`src/rtl/pgmap_pkg.sv`:
```
package pgmap_pkg;
  localparam int unsigned PG_VA_W    = 16;
  localparam int unsigned PG_OFF_W   = 12;
  localparam int unsigned PG_FRAME_W = 3;
endpackage

```
`src/rtl/pgmap_table.sv`:
```
module pgmap_table #(
  parameter int unsigned PAGE_W  = 4,
  parameter int unsigned FRAME_W = 3,
  localparam int unsigned NPAGES = 1 << PAGE_W
) (
  input  logic                             clk,
  input  logic                             rst_n,
  input  logic                             we,
  input  logic [PAGE_W-1:0]                wpage,
  input  logic [FRAME_W-1:0]               wframe,
  input  logic                             wpresent,
  input  logic                             flush,
  output logic [NPAGES-1:0][FRAME_W-1:0]   frame_q,
  output logic [NPAGES-1:0]                present_q
);
  for (genvar g = 0; g < NPAGES; g++) begin : g_entry
    logic hit_w;
    assign hit_w = we && !flush && (wpage == PAGE_W'(g));

    always_ff @(posedge clk or negedge rst_n) begin
      if (!rst_n) begin
        frame_q[g]   <= '0;
        present_q[g] <= 1'b0;
      end else if (flush) begin
        present_q[g] <= 1'b0;
      end else if (hit_w) begin
        frame_q[g]   <= wframe;
        present_q[g] <= wpresent;
      end
    end
  end
endmodule

```
`src/rtl/pgmap_lookup.sv`:
```
module pgmap_lookup #(
  parameter int unsigned VA_W    = 16,
  parameter int unsigned OFF_W   = 12,
  parameter int unsigned FRAME_W = 3,
  localparam int unsigned PAGE_W = VA_W - OFF_W,
  localparam int unsigned NPAGES = 1 << PAGE_W,
  localparam int unsigned PA_W   = FRAME_W + OFF_W
) (
  input  logic                           clk,
  input  logic                           rst_n,
  input  logic                           req_valid,
  input  logic [VA_W-1:0]                req_vaddr,
  input  logic [NPAGES-1:0][FRAME_W-1:0] frame_tbl,
  input  logic [NPAGES-1:0]              present_tbl,
  output logic                           miss_now,
  output logic                           rsp_valid,
  output logic                           rsp_fault,
  output logic [PA_W-1:0]                rsp_paddr
);
  function automatic logic [PAGE_W-1:0] page_of(input logic [VA_W-1:0] va);
    return va[VA_W-1:OFF_W];
  endfunction

  function automatic logic [OFF_W-1:0] offset_of(input logic [VA_W-1:0] va);
    return va[OFF_W-1:0];
  endfunction

  function automatic logic [PA_W-1:0] join_pa(input logic [FRAME_W-1:0] fr,
                                              input logic [OFF_W-1:0] off);
    return {fr, off};
  endfunction

  logic [PAGE_W-1:0] pg_w;
  logic              pres_w;
  logic [PA_W-1:0]   pa_w;

  assign pg_w     = page_of(req_vaddr);
  assign pres_w   = present_tbl[pg_w];
  assign pa_w     = join_pa(frame_tbl[pg_w], offset_of(req_vaddr));
  assign miss_now = req_valid && !pres_w;

  always_ff @(posedge clk or negedge rst_n) begin
    if (!rst_n) begin
      rsp_valid <= 1'b0;
      rsp_fault <= 1'b0;
      rsp_paddr <= '0;
    end else begin
      rsp_valid <= req_valid;
      rsp_fault <= miss_now;
      rsp_paddr <= (req_valid && pres_w) ? pa_w : '0;
    end
  end
endmodule

```
`src/rtl/pgmap_fault_reg.sv`:
```
module pgmap_fault_reg #(
  parameter int unsigned VA_W = 16
) (
  input  logic            clk,
  input  logic            rst_n,
  input  logic            capture,
  input  logic [VA_W-1:0] vaddr_in,
  output logic [VA_W-1:0] vaddr_q
);
  always_ff @(posedge clk or negedge rst_n) begin
    if (!rst_n)       vaddr_q <= '0;
    else if (capture) vaddr_q <= vaddr_in;
  end
endmodule

```
`src/rtl/pgmap_unit.sv`:
```
module pgmap_unit
  import pgmap_pkg::*;
#(
  parameter int unsigned VA_W    = PG_VA_W,
  parameter int unsigned OFF_W   = PG_OFF_W,
  parameter int unsigned FRAME_W = PG_FRAME_W,
  localparam int unsigned PAGE_W = VA_W - OFF_W,
  localparam int unsigned NPAGES = 1 << PAGE_W,
  localparam int unsigned PA_W   = FRAME_W + OFF_W
) (
  input  logic               clk,
  input  logic               rst_n,
  input  logic               tbl_we,
  input  logic [PAGE_W-1:0]  tbl_page,
  input  logic [FRAME_W-1:0] tbl_frame,
  input  logic               tbl_present,
  input  logic               flush,
  input  logic               req_valid,
  input  logic [VA_W-1:0]    req_vaddr,
  output logic               rsp_valid,
  output logic               rsp_fault,
  output logic [PA_W-1:0]    rsp_paddr,
  output logic [VA_W-1:0]    fault_vaddr
);
  logic [NPAGES-1:0][FRAME_W-1:0] frame_vec;
  logic [NPAGES-1:0]              present_vec;
  logic                           miss_now;

  pgmap_table #(.PAGE_W(PAGE_W), .FRAME_W(FRAME_W)) table_i (
    .clk(clk), .rst_n(rst_n), .we(tbl_we), .wpage(tbl_page),
    .wframe(tbl_frame), .wpresent(tbl_present), .flush(flush),
    .frame_q(frame_vec), .present_q(present_vec)
  );

  pgmap_lookup #(.VA_W(VA_W), .OFF_W(OFF_W), .FRAME_W(FRAME_W)) lookup_i (
    .clk(clk), .rst_n(rst_n), .req_valid(req_valid), .req_vaddr(req_vaddr),
    .frame_tbl(frame_vec), .present_tbl(present_vec), .miss_now(miss_now),
    .rsp_valid(rsp_valid), .rsp_fault(rsp_fault), .rsp_paddr(rsp_paddr)
  );

  pgmap_fault_reg #(.VA_W(VA_W)) fault_i (
    .clk(clk), .rst_n(rst_n), .capture(miss_now),
    .vaddr_in(req_vaddr), .vaddr_q(fault_vaddr)
  );
endmodule

```
`config.mk`:
```
export PLATFORM = sky130hd
export DESIGN_NAME = pgmap_unit
export DESIGN_NICKNAME = d
export VERILOG_FILES = /design/src/rtl/pgmap_pkg.sv /design/src/rtl/pgmap_table.sv /design/src/rtl/pgmap_lookup.sv /design/src/rtl/pgmap_fault_reg.sv /design/src/rtl/pgmap_unit.sv
export SDC_FILE = /design/constraint.sdc
export NUM_CORES = 1
export LEC_CHECK = 0
export ABC_CLOCK_PERIOD_IN_PS = 2200
export BUFFER_PORTS_ARGS = -buffer_cell sky130_fd_sc_hd__buf_2
export CAP_MARGIN = 15
export CELL_PAD_IN_SITES_DETAIL_PLACEMENT = 0
export CELL_PAD_IN_SITES_GLOBAL_PLACEMENT = 2
export CORE_MARGIN = 2
export CORE_UTILIZATION = 41
export CTS_BUF_LIST = sky130_fd_sc_hd__clkbuf_8
export DETAILED_ROUTE_END_ITERATION = 10
export GPL_ROUTABILITY_DRIVEN = 0
export MAX_ROUTING_LAYER = met4
export PLACE_DENSITY = 0.94
export SYNTH_ARGS = -nofsm -noshare
export SYNTH_HDL_FRONTEND = slang
export SYNTH_SLANG_ARGS = --single-unit
```
`constraint.sdc`:
```
create_clock -name clk -period 2.2 [get_ports clk]
set_input_delay 0.33 -clock clk [delete_from_list [all_inputs] [get_ports clk]]
set_output_delay 0.33 -clock clk [all_outputs]
set_load 0.1 [all_outputs]
```
Word-level counts from Yosys, hierarchy flattened
Cells that the tools add are included.
Widths: inputs -> output; s select.
- bits in registers: 97
- bits in latches: 0
- memory bits (writable): 0
- ROM bits: 0
- output and inout bits: 33
- logic and storage cells: 144
- memories: 0
- $add $sub $neg: 0
- multiply operators: 0
- div/mod/pow operators: 0
- magnitude comparators: 1
- equal/unequal tests: 15
- shift-type cells: 0
- multiplexer cells: 37
- bitwise logic cells: 1
- reductions and logical operators: 54
- operator list (kind ; count):
    $mux 1 ; 33
    $eq 4x4->1 const B ; 8
    $reduce_and 2->1 ; 16
    $reduce_bool 2->1 ; 16
    $logic_and 1x1->1 ; 19
    $eq 4x3->1 const B ; 4
    $mux 15 ; 1
    $bmux 3 s4 ; 1
    $eq 4x2->1 const B ; 2
    $lt 4x5->1 const B ; 1
    $bmux 1 s4 ; 1
    $eq 4x1->1 const B ; 1
    $logic_not 4->1 ; 1
    $mux 3 ; 1
    $logic_not 1->1 ; 2
    $not 1->1 ; 1

Longest topological paths before layout
Gate-level depths: netlist of the first run.
- word-level depth: 5
- gate-level depth with buffers: 7

Modules after synthesis
Synthesis of the first run repeated with hierarchy kept, for this count alone.
- cell total of the unflattened synthesis: 317
- area, all modules: 4479.3 um^2
- modules (own cells, without submodules) (module ; times used ; cells each ; area each (um^2) ; sequential area each (um^2)):
    pgmap_table ; 1 ; 196 ; 2635.0 ; 1601.5
    pgmap_lookup ; 1 ; 87 ; 1194.9 ; 425.4
    pgmap_fault_reg ; 1 ; 34 ; 649.4 ; 400.4

Worst setup path after synthesis of the first run
Ideal clock, no wire load.
- kind: input port to flip-flop
- from: in req_vaddr[12]
- to: reg fault_i.vaddr_q[10]
- library setup time: 0.126 ns
- arrival time: 1.672 ns
- data required time: 2.074 ns
- path slack: 0.402 ns
- stages: 7
- buffers on the path: 2
- cell sequence: buf_6 mux2i_1 nand3_1 and3_1 o22ai_4 buf_6 mux2_4
- word-level cells in the longest chain between the ends: 4
- ends and longest elaborated chain (what ; RTL line ; RTL):
    start, declared ; pgmap_unit.sv:19 ; input logic [VA_W-1:0] req_vaddr,
    $bmux 1 s4 ; pgmap_lookup.sv:38 ; assign pres_w = present_tbl[pg_w];
    $mux 1 (implied by the code) ; pgmap_lookup.sv:38 ;
    $logic_not 1->1 ; pgmap_lookup.sv:40 ; assign miss_now = req_valid && !pres_w;
    $logic_and 1x1->1 ; pgmap_lookup.sv:40 ;
    net fault_i.capture ; pgmap_fault_reg.sv:6 ; input logic capture,
    end signal, assigned ; pgmap_fault_reg.sv:12 ; else if (capture) vaddr_q <= vaddr_in;
    end, declared ; pgmap_fault_reg.sv:8 ; output logic [VA_W-1:0] vaddr_q
The timed path passes the listed nets, and every way through them passes these cells. The select of a mux whose other input is x is not followed.
A chain may end at the register's enable or synchronous reset.

Worst setup path after layout of the first run
- from: reg table_i.present_q[11]
- to: reg lookup_i.rsp_paddr[3]
- word-level cells in the longest chain between the ends: 4
- ends and longest elaborated chain (what ; RTL line ; RTL):
    start, declared ; pgmap_table.sv:14 ; output logic [NPAGES-1:0] present_q
    start signal, assigned by index ; pgmap_table.sv:28 ; present_q[g] <= wpresent;
    $bmux 1 s4 ; pgmap_lookup.sv:38 ;
    $mux 1 (implied by the code) ; pgmap_lookup.sv:38 ;
    $logic_and 1x1->1 ; pgmap_lookup.sv:50 ; rsp_paddr <= (req_valid && pres_w) ? pa_w : '0;
    $mux 15 ; pgmap_lookup.sv:50 ;
    end signal, assigned ; pgmap_lookup.sv:50 ;
    end, declared ; pgmap_lookup.sv:18 ; output logic [PA_W-1:0] rsp_paddr
Every way passes these cells. The select of a mux whose other input is x is not followed.

==> results.sh, run 1 <==
export IMPL_area_growth_synth_to_final_pct=17.3
export IMPL_wl_per_cell_um=17.0
export IMPL_share_comb_of_total_power_pct=26.6
export IMPL_ctsResizeCount=0
export IMPL_drive_gt1_share_pct=43.5
export IMPL_firstDrtPassIters=4
export IMPL_tightest_slew_ps=720
export IMPL_critPathLaunchType="register"
export IMPL_multi_input_area_sq_mm=0.00178
export IMPL_crit_path_top_delay_cell="a21oi_1"
export IMPL_clkTransAtPathRegs_ps=90
export IMPL_p_sw_share_pct=34.1
export IMPL_synth_seq_cells=97
export IMPL_synth_ff_type="dfrtp_1"
export IMPL_async_flop_share_pct=100
export IMPL_antenna_found_initial=0
export IMPL_fillers=915
export IMPL_cts_root_buf="clkbuf_8"
export IMPL_cp_end_kind="register"
export IMPL_cp_cell_sequence="mux2i_1 -> a22oi_1 -> nand4_1 -> a21oi_1 -> and2_1"
export IMPL_vias_per_cell=5.13
export IMPL_p_int_uw=2990
export IMPL_grt_max_degree=36
export IMPL_holdWs_ps=157
export IMPL_synth_edf_count=0
export IMPL_fin_crit_sh_pct=84.5
export IMPL_critical_path_class="register to register"
export IMPL_ir_drop_mv=0.396
export IMPL_grt_pass1_wl_um=14700
export IMPL_synthCells=309
export IMPL_cts_path_max_buffers=2
export IMPL_leakagePower_uw=0.00239
export IMPL_syn_nets=338
export IMPL_path_max_fanout=12
export IMPL_finalPower_uw=4530
export IMPL_die_h_um=106
export IMPL_dp_hpwl_um=6610
export IMPL_outcome="finished, final reports clean"
export IMPL_hold_viol=0
export IMPL_die_x_um=106
export IMPL_initial_core_util_pct=41.9
export IMPL_synth_area_leaders="dfrtp_1 57%, mux2_2 14%, mux4_2 5.3%"
export IMPL_rows=37
export IMPL_fin_setup_tns_ps=0
export IMPL_critical_path_required_ps=2510
export IMPL_drc=0
export IMPL_grt_use_total_pct=17.6
export IMPL_drt_iter0_markers=96
export IMPL_portBuffers=61
export IMPL_core_region_area_sq_mm=0.0102
export IMPL_die_area_sq_mm=0.0113
export IMPL_place_inst=505
export IMPL_numCtsBuffers=9
export IMPL_h_tree_depth=3
export IMPL_hold_class="primary input to register"
export IMPL_layout_common_cells="97 x dfrtp_1, 60 x buf_2, 54 x mux2_2, 21 x nand2_1, 20 x mux2i_1"
export IMPL_powerDensity_mw_per_mm2=900
export IMPL_vias=2676
export IMPL_p_switching_uw=1540
export IMPL_max_freq_mhz=538
export IMPL_synth_top_cell_area_share_pct=56.6
export IMPL_syn_area_sq_mm=0.00429
export IMPL_seq_area_sq_mm=0.00243
export IMPL_drv_slew=0
export IMPL_io_pins=62
export IMPL_ys_warn_count=0
export IMPL_grt_pass1_vias=2762
export IMPL_antenna_left=0
export IMPL_max_cap_violations=0
export IMPL_insertedDiodeCount=0
export IMPL_power_frac_seq_pct=47.3
export IMPL_clkSinkCount=97
export IMPL_synth_distinct_cells=33
export IMPL_syn_avg_cell_area_sq_um=13.9
export IMPL_wl_um=8880
export IMPL_skew_ps=10.1
export IMPL_slowest_delay_ps=630
export IMPL_layout_cells_most_common="dfrtp_1"
export IMPL_max_slew_margin_pct=52.0
export IMPL_fin_nets=410
export IMPL_p_clk_share_pct=26.1
export IMPL_min_period_ps=1860
export IMPL_grt_setup_unrepaired="no"
export IMPL_overflow=0
export IMPL_post_synth_top_area_cell="dfrtp_1"
export IMPL_setup_viol=0
export IMPL_ys_seq_area_share_pct=56.6
export IMPL_clk_latency_ps=370
export IMPL_tritoncts="built"
export IMPL_critPathArrivalTime_ps=2170
export IMPL_instances_no_fill=522
flip-flops by register name, summed over array words and instances (netlist names):
signal              cells
lookup_i.rsp_fault      1
table_i.present_q      16
table_i.frame_q        48
lookup_i.rsp_paddr     15
fault_i.vaddr_q        16
lookup_i.rsp_valid      1
cell usage after synthesis (2+ instances only):
| cell | instances |
|---|---|
| dfrtp_1 | 97 |
| mux2_2 | 54 |
| nand2_1 | 21 |
| mux2i_1 | 20 |
| nor2_1 | 19 |
| and2_1 | 12 |
| a21oi_1 | 10 |
| clkbuf_1 | 10 |
| mux4_2 | 10 |
| mux2_4 | 9 |
| nand3_1 | 9 |
| nor2b_1 | 6 |
| and3_1 | 3 |
| inv_1 | 3 |
| o21a_1 | 3 |
| o21ai_0 | 3 |
| buf_6 | 2 |
| mux4_1 | 2 |
| nand4_1 | 2 |
through the flow:
stage | setup slack (ps) | area, sq um | util (%)
2_1_floorplan | 402 | 4290 | -
3_3_place_gp | 90.9 | 4820 | 47.1
3_5_place_dp | 23.6 | 4820 | 47.1
4_1_cts | 331 | 5030 | 49.2
5_1_grt | 135 | 5030 | 49.2
6_report | 341 | 5030 | 49.2
final timing paths:
path	start	to	slack, ps	depth (start not counted)
worst min-delay path	req_valid	lookup_i.rsp_valid	160	1
min in group asynchronous	rst_n	lookup_i.rsp_paddr[6]	400	2
worst min register to register	fault_i.vaddr_q[2]	fault_i.vaddr_q[2]	510	1
worst max-delay path	table_i.present_q[11]	lookup_i.rsp_paddr[3]	340	5
worst max register to register	table_i.present_q[11]	lookup_i.rsp_paddr[3]	340	5
max in group asynchronous	rst_n	fault_i.vaddr_q[2]	1180	3
cell type report:
type	instances	area share, %
tap	136	3.38
clock buffer	10	2.74
clock inverter	6	1.29
multi-input combinational	195	35.4
sequential	97	48.2
inverter	3	0.224
timing repair buffer	75	8.75
power by group through the flow:
stage	clock network (uW)	registers [uW]	logic, uW
floorplan	0	2670	433
global placement	0	2170	1200
detailed placement	0	2180	1210
CTS	1210	2150	1220
global route	1290	2180	1270
finish	1180	2140	1200
per-layer routing:
metal  routed length, um  up-vias  part of all wire (%)  track usage [%]
li1                    -     1245                     -                -
met1                4240     1333                    48             24.2
met2                3970       81                    45             25.3
met3                 412       17                   4.6             3.19
met4                 256        0                   2.9             8.55
met5                   0        -                     0                -
timing repair:
action / 4_1_cts / 5_1_grt
hold buffers: 1 / 0
hold endpoints to repair: 20 / 0
setup buffers: 0 / 0
critical path: cells and delay by family (launching register included):
family	cells	cell delay [ps]
compound gates	2	870
flops	1	370
mux	1	90
simple gates	2	460
kinds of logic after synthesis:
family	count (synthesis)	share of synthesized area, %
flip-flops	97	56.6
multiplexers	95	28.5
AND/OR/NAND/NOR	80	9.80
AO/OA/AOI/OAI	20	3.21
buffers and inverters	17	1.90
(Power assumes the default switching activity.)
==> inputs of run 2 (changes only) <==
--- a/config.mk
+++ b/config.mk
@@ -5,7 +5,7 @@
 export SDC_FILE = /design/constraint.sdc
 export NUM_CORES = 1
 export LEC_CHECK = 0
-export ABC_CLOCK_PERIOD_IN_PS = 2200
+export ABC_CLOCK_PERIOD_IN_PS = 1900
 export BUFFER_PORTS_ARGS = -buffer_cell sky130_fd_sc_hd__buf_2
 export CAP_MARGIN = 15
 export CELL_PAD_IN_SITES_DETAIL_PLACEMENT = 0
==> constraint.sdc (replaced) <==
create_clock -name clk -period 1.9 [get_ports clk]
set_input_delay 0.285 -clock clk [delete_from_list [all_inputs] [get_ports clk]]
set_output_delay 0.285 -clock clk [all_outputs]
set_load 0.1 [all_outputs]
==> run 2 against run 1 <==
Against the previous run:
- clock power is 8% higher
- critical path type unchanged
- largest cell class unchanged
- maximum frequency up 3.1%
- global-route usage increased by 0.12 points
- final area grew 0.77%
- wire length increased by 1.6%
- clock skew about the same
- highest routed layer unchanged
- non-clock buffer count is 5 higher
- sequential share of layout area decreased by 0.37 points
==> results.sh, run 2 (synthesized netlist as in run 1, its figures left out) <==
export IMPL_drv_slew=0
export IMPL_layout_common_cells="97 x dfrtp_1, 60 x buf_2, 54 x mux2_2, 21 x nand2_1"
export IMPL_r2r_start="table_i.present_q[12]"
export IMPL_crit_path_end="fault_i.vaddr_q[5]"
export IMPL_fin_setup_tns_ps=0
export IMPL_core_region_area_sq_mm=0.0102
export IMPL_crit_path_top_delay_cell="dfrtp_1"
export IMPL_numCtsBuffers=9
export IMPL_min_delay_start="req_valid"
export IMPL_slowest_delay_ps=410
export IMPL_cts_path_max_buffers=2
export IMPL_powerDensity_mw_per_mm2=1020
export IMPL_grt_max_degree=98
export IMPL_cp_cell_sequence="mux2i_2 -> a22oi_1 -> and3_1 -> o22ai_4 -> buf_12 -> mux2_2"
export IMPL_dp_hpwl_um=6540
export IMPL_wl_um=9020
export IMPL_holdWs_ps=122
export IMPL_ir_drop_mv=0.578
export IMPL_clkTransAtPathRegs_ps=100
export IMPL_io_pins=62
export IMPL_cp_end_kind="register"
export IMPL_critical_path_class="register to register"
export IMPL_critPathArrivalTime_ps=2060
export IMPL_hold_viol=0
export IMPL_max_cap_violations=0
export IMPL_die_x_um=106
export IMPL_drt_iter0_markers=118
export IMPL_r2r_slack_ps=100
export IMPL_grt_pass1_wl_um=14800
export IMPL_grt_pass1_vias=2799
export IMPL_die_area_sq_mm=0.0113
export IMPL_min_period_ps=1800
export IMPL_regMostFlops="table_i.frame_q"
export IMPL_antenna_left=0
export IMPL_antenna_found_initial=0
export IMPL_drc=0
export IMPL_r2r_end="fault_i.vaddr_q[5]"
export IMPL_largest_reg_flops=48
export IMPL_setup_worst_path_start="table_i.present_q[12]"
export IMPL_max_slew_margin_pct=64.9
export IMPL_critPathLaunchType="register"
export IMPL_area_growth_synth_to_final_pct=18.2
export IMPL_critical_path_required_ps=2150
export IMPL_setup_viol=0
export IMPL_wl_per_cell_um=17.1
export IMPL_final_core_util_pct=49.6
export IMPL_vias_per_cell=5.20
export IMPL_layout_cells_most_common="dfrtp_1"
export IMPL_h_tree_depth=3
export IMPL_largest_registers="table_i.frame_q x48, fault_i.vaddr_q x16, table_i.present_q x16"
export IMPL_r2r_cells=6
export IMPL_clk_latency_ps=370
export IMPL_vias=2743
export IMPL_max_freq_mhz=554
export IMPL_cts_setup_buffers=0
export IMPL_overflow=0
export IMPL_die_h_um=106
export IMPL_grt_use_total_pct=17.7
export IMPL_fin_nets=415
export IMPL_portBuffers=61
export IMPL_hold_class="primary input to register"
export IMPL_tritoncts="built"
export IMPL_insertedDiodeCount=0
export IMPL_skew_ps=9.81
export IMPL_clkSinkCount=97
export IMPL_cts_root_buf="clkbuf_8"
export IMPL_rows=37
export IMPL_initial_core_util_pct=41.9
export IMPL_tightest_slew_ps=527
export IMPL_grt_setup_unrepaired="yes"
export IMPL_drive_gt1_share_pct=45.0
export IMPL_firstDrtPassIters=4
export IMPL_path_max_fanout=16
export IMPL_leakagePower_uw=0.00241
export IMPL_outcome="finished, final reports clean"
export IMPL_fin_crit_sh_pct=95.0
## run 2: how the worst min path moves through the flow
stage / end / slack [ps] / cells past startpoint
after floorplan: fault_i.vaddr_q[0] / -10 / 0
after global placement: lookup_i.rsp_valid / 380 / 2
after detailed placement: table_i.frame_q[16] / 380 / 2
after CTS: lookup_i.rsp_valid / 100 / 1
after global routing: lookup_i.rsp_valid / 100 / 1
final: lookup_i.rsp_valid / 120 / 1
## run 2: worst max-delay path, delay by kind of cell (launching register included)
kind | cells | cell delay, ps
muxes | 2 | 540
DFF | 1 | 410
AOI/OAI and AO/OA | 2 | 320
and+or+nand+nor | 1 | 240
buffers and inverters | 1 | 190
## run 2: metrics by stage
step | instance area (sq um) | power (uW) | cells | worst slack [ps]
after floorplan | 4290 | 3600 | 309 | 147
after global placement | 4870 | 3910 | 510 | -123
after detailed placement | 4870 | 3950 | 510 | -134
after CTS | 5060 | 5220 | 527 | 64.3
after global routing | 5070 | 5420 | 527 | -15.0
final | 5070 | 5170 | 527 | 95.8
## run 2: what timing repair did
action / in CTS / in global routing
hold buffers: 1 / 0
endpoints found under the hold margin: 97 / 0
setup endpoints to repair: 0 / 17
resized for setup: 0 / 2
## run 2: power breakdown
part           leakage, uW  internal [uW]  switching (uW)
clock network    0.0000969            504             774
logic              0.00105            472             936
registers          0.00125           2350             142
total              0.00241           3320            1850
## run 2: routing by layer
metal  share of wire (%)  track usage [%]
met1                  45             23.8
met2                  47             27.2
met3                 6.2             3.74
met4                 1.4             5.73
met5                   0                -
## run 2: cell type report
cell class | instances | area, sq um
clock buffers | 9 | 124
clock inverters | 7 | 60.1
fillers | 935 | 5160
inverters | 3 | 11.3
multi-input cells | 195 | 1790
flip-flops and latches | 97 | 2430
well taps | 136 | 170
repair buffers | 80 | 490
==> inputs of run 3 (changes only) <==
--- a/config.mk
+++ b/config.mk
@@ -17,6 +17,7 @@
 export GPL_ROUTABILITY_DRIVEN = 0
 export MAX_ROUTING_LAYER = met4
 export PLACE_DENSITY = 0.94
+export SKIP_CTS_REPAIR_TIMING = 1
 export SYNTH_ARGS = -nofsm -noshare
 export SYNTH_HDL_FRONTEND = slang
 export SYNTH_SLANG_ARGS = --single-unit
==> constraint.sdc (replaced) <==
create_clock -name clk -period 1.9 [get_ports clk]
set_input_delay 0.19 -clock clk [delete_from_list [all_inputs] [get_ports clk]]
set_output_delay 0.19 -clock clk [all_outputs]
set_load 0.1 [all_outputs]
==> run 3 against run 2 <==
Against the previous run:
- sequential cell count stayed put
- largest cell class unchanged
- critical endpoint unchanged
- hold slack worse by 88 ps
- combinational power is essentially flat
==> results.sh, run 3 (synthesized netlist as in run 1, its figures left out) <==
export IMPL_outcome="finished, final reports clean"
export IMPL_min_period_ps=1800
export IMPL_critPathLaunchType="register"
export IMPL_vias_per_cell=5.16
export IMPL_area_growth_synth_to_final_pct=18.2
export IMPL_firstDrtPassIters=4
export IMPL_grt_pass1_vias=2860
export IMPL_grt_setup_unrepaired="no"
export IMPL_grt_pass1_wl_um=14800
export IMPL_max_freq_mhz=557
export IMPL_max_slew_margin_pct=67.2
export IMPL_grt_use_total_pct=17.8
export IMPL_skew_ps=11.4
export IMPL_clk_latency_ps=370
export IMPL_h_tree_depth=3
export IMPL_place_inst=508
export IMPL_multi_input_area_sq_mm=0.00178
export IMPL_powerDensity_mw_per_mm2=1030
export IMPL_critPathArrivalTime_ps=2050
export IMPL_drv_slew=0
export IMPL_hold_class="primary input to register"
export IMPL_antenna_found_initial=0
export IMPL_die_area_sq_mm=0.0113
export IMPL_r2r_cells=6
export IMPL_place_worst_setup_slack_ps=-86.4
export IMPL_drive_gt1_share_pct=44.4
export IMPL_drc=0
export IMPL_hold_viol=0
export IMPL_ir_drop_mv=0.555
export IMPL_die_h_um=106
export IMPL_largest_reg_flops=48
export IMPL_regMostFlops="table_i.frame_q"
export IMPL_rows=37
export IMPL_io_pins=62
export IMPL_cts_root_buf="clkbuf_8"
export IMPL_path_max_fanout=16
export IMPL_layout_common_cells="97 x dfrtp_1, 60 x buf_2, 54 x mux2_2, 21 x nand2_1, 20 x mux2i_1"
export IMPL_fin_ws_ps=105
export IMPL_overflow=0
export IMPL_vias=2712
export IMPL_setup_viol=0
export IMPL_wl_per_cell_um=17.0
export IMPL_whs_path_depth=2
export IMPL_fin_setup_tns_ps=0
export IMPL_grt_max_degree=49
export IMPL_seq_area_sq_mm=0.00243
export IMPL_numCtsBuffers=9
export IMPL_initial_core_util_pct=41.9
export IMPL_fin_crit_sh_pct=94.5
export IMPL_die_x_um=106
export IMPL_critical_path_required_ps=2160
export IMPL_layout_cells_most_common="dfrtp_1"
export IMPL_portBuffers=61
export IMPL_antenna_left=0
export IMPL_cp_end_kind="register"
export IMPL_fillers=908
export IMPL_insertedDiodeCount=0
export IMPL_clkSinkCount=97
export IMPL_leakagePower_uw=0.00240
export IMPL_critical_path_class="register to register"
export IMPL_dp_hpwl_um=6610
export IMPL_instances_no_fill=526
export IMPL_fin_nets=414
export IMPL_clkTransAtPathRegs_ps=110
export IMPL_core_region_area_sq_mm=0.0102
export IMPL_tritoncts="built"
export IMPL_largest_registers="table_i.frame_q x48, fault_i.vaddr_q x16, table_i.present_q x16"
export IMPL_drt_iter0_markers=108
export IMPL_wl_um=8940
export IMPL_max_cap_violations=0
export IMPL_cts_path_max_buffers=2
export IMPL_tightest_slew_ps=496
run 3: where the power goes:
part / leakage, uW / internal [uW] / switching [uW]
Clock: 0.000103 / 525 / 803
Combinational: 0.00105 / 469 / 929
Sequential: 0.00125 / 2350 / 136
run 3: area by class of cell:
type                    count  share of cell area [%]
multi-input cells         195                    35.2
flip-flops and latches     97                    47.9
inverters                   3                   0.222
clock inverters             7                    1.60
clock buffers               9                    2.44
repair buffers             79                    9.33
well taps                 136                    3.36
run 3: path summary, 6_finish.rpt:
| check | start | to | slack, ps |
|---|---|---|---|
| worst min register to register | table_i.frame_q[7] | table_i.frame_q[7] | 510 |
| min in group asynchronous | rst_n | fault_i.vaddr_q[10] | 260 |
| worst min-delay path | req_vaddr[1] | lookup_i.rsp_paddr[1] | 30 |
| worst max-delay path | table_i.present_q[13] | fault_i.vaddr_q[5] | 100 |
| max in group asynchronous | rst_n | table_i.frame_q[47] | 1000 |
| worst max register to register | table_i.present_q[13] | fault_i.vaddr_q[5] | 100 |
run 3: per-stage QoR:
stage | hold slack, ps | power [uW] | utilization (%) | instance area [sq um]
after detailed placement | 128 | 3930 | 47.3 | 4840
final | 34.0 | 5210 | 49.6 | 5070
after global placement | 127 | 3890 | 47.3 | 4840
after CTS | -287 | 5260 | 49.3 | 5050
after global routing | 20.1 | 5460 | 49.6 | 5070
after floorplan | -106 | 3600 | - | 4290
run 3: layer usage:
metal | global-route usage [%] | wire length [um]
met1 | 23.6 | 4180
met2 | 27.7 | 4240
met3 | 3.86 | 403
met4 | 5.08 | 120
met5 | - | 0
run 3: critical path, stage by stage (launching register included):
cell,delay (ps)
dfrtp_1,390
mux2i_1,180
a22oi_1,120
and3_1,250
o22ai_4,210
buf_12,190
mux2_2,340
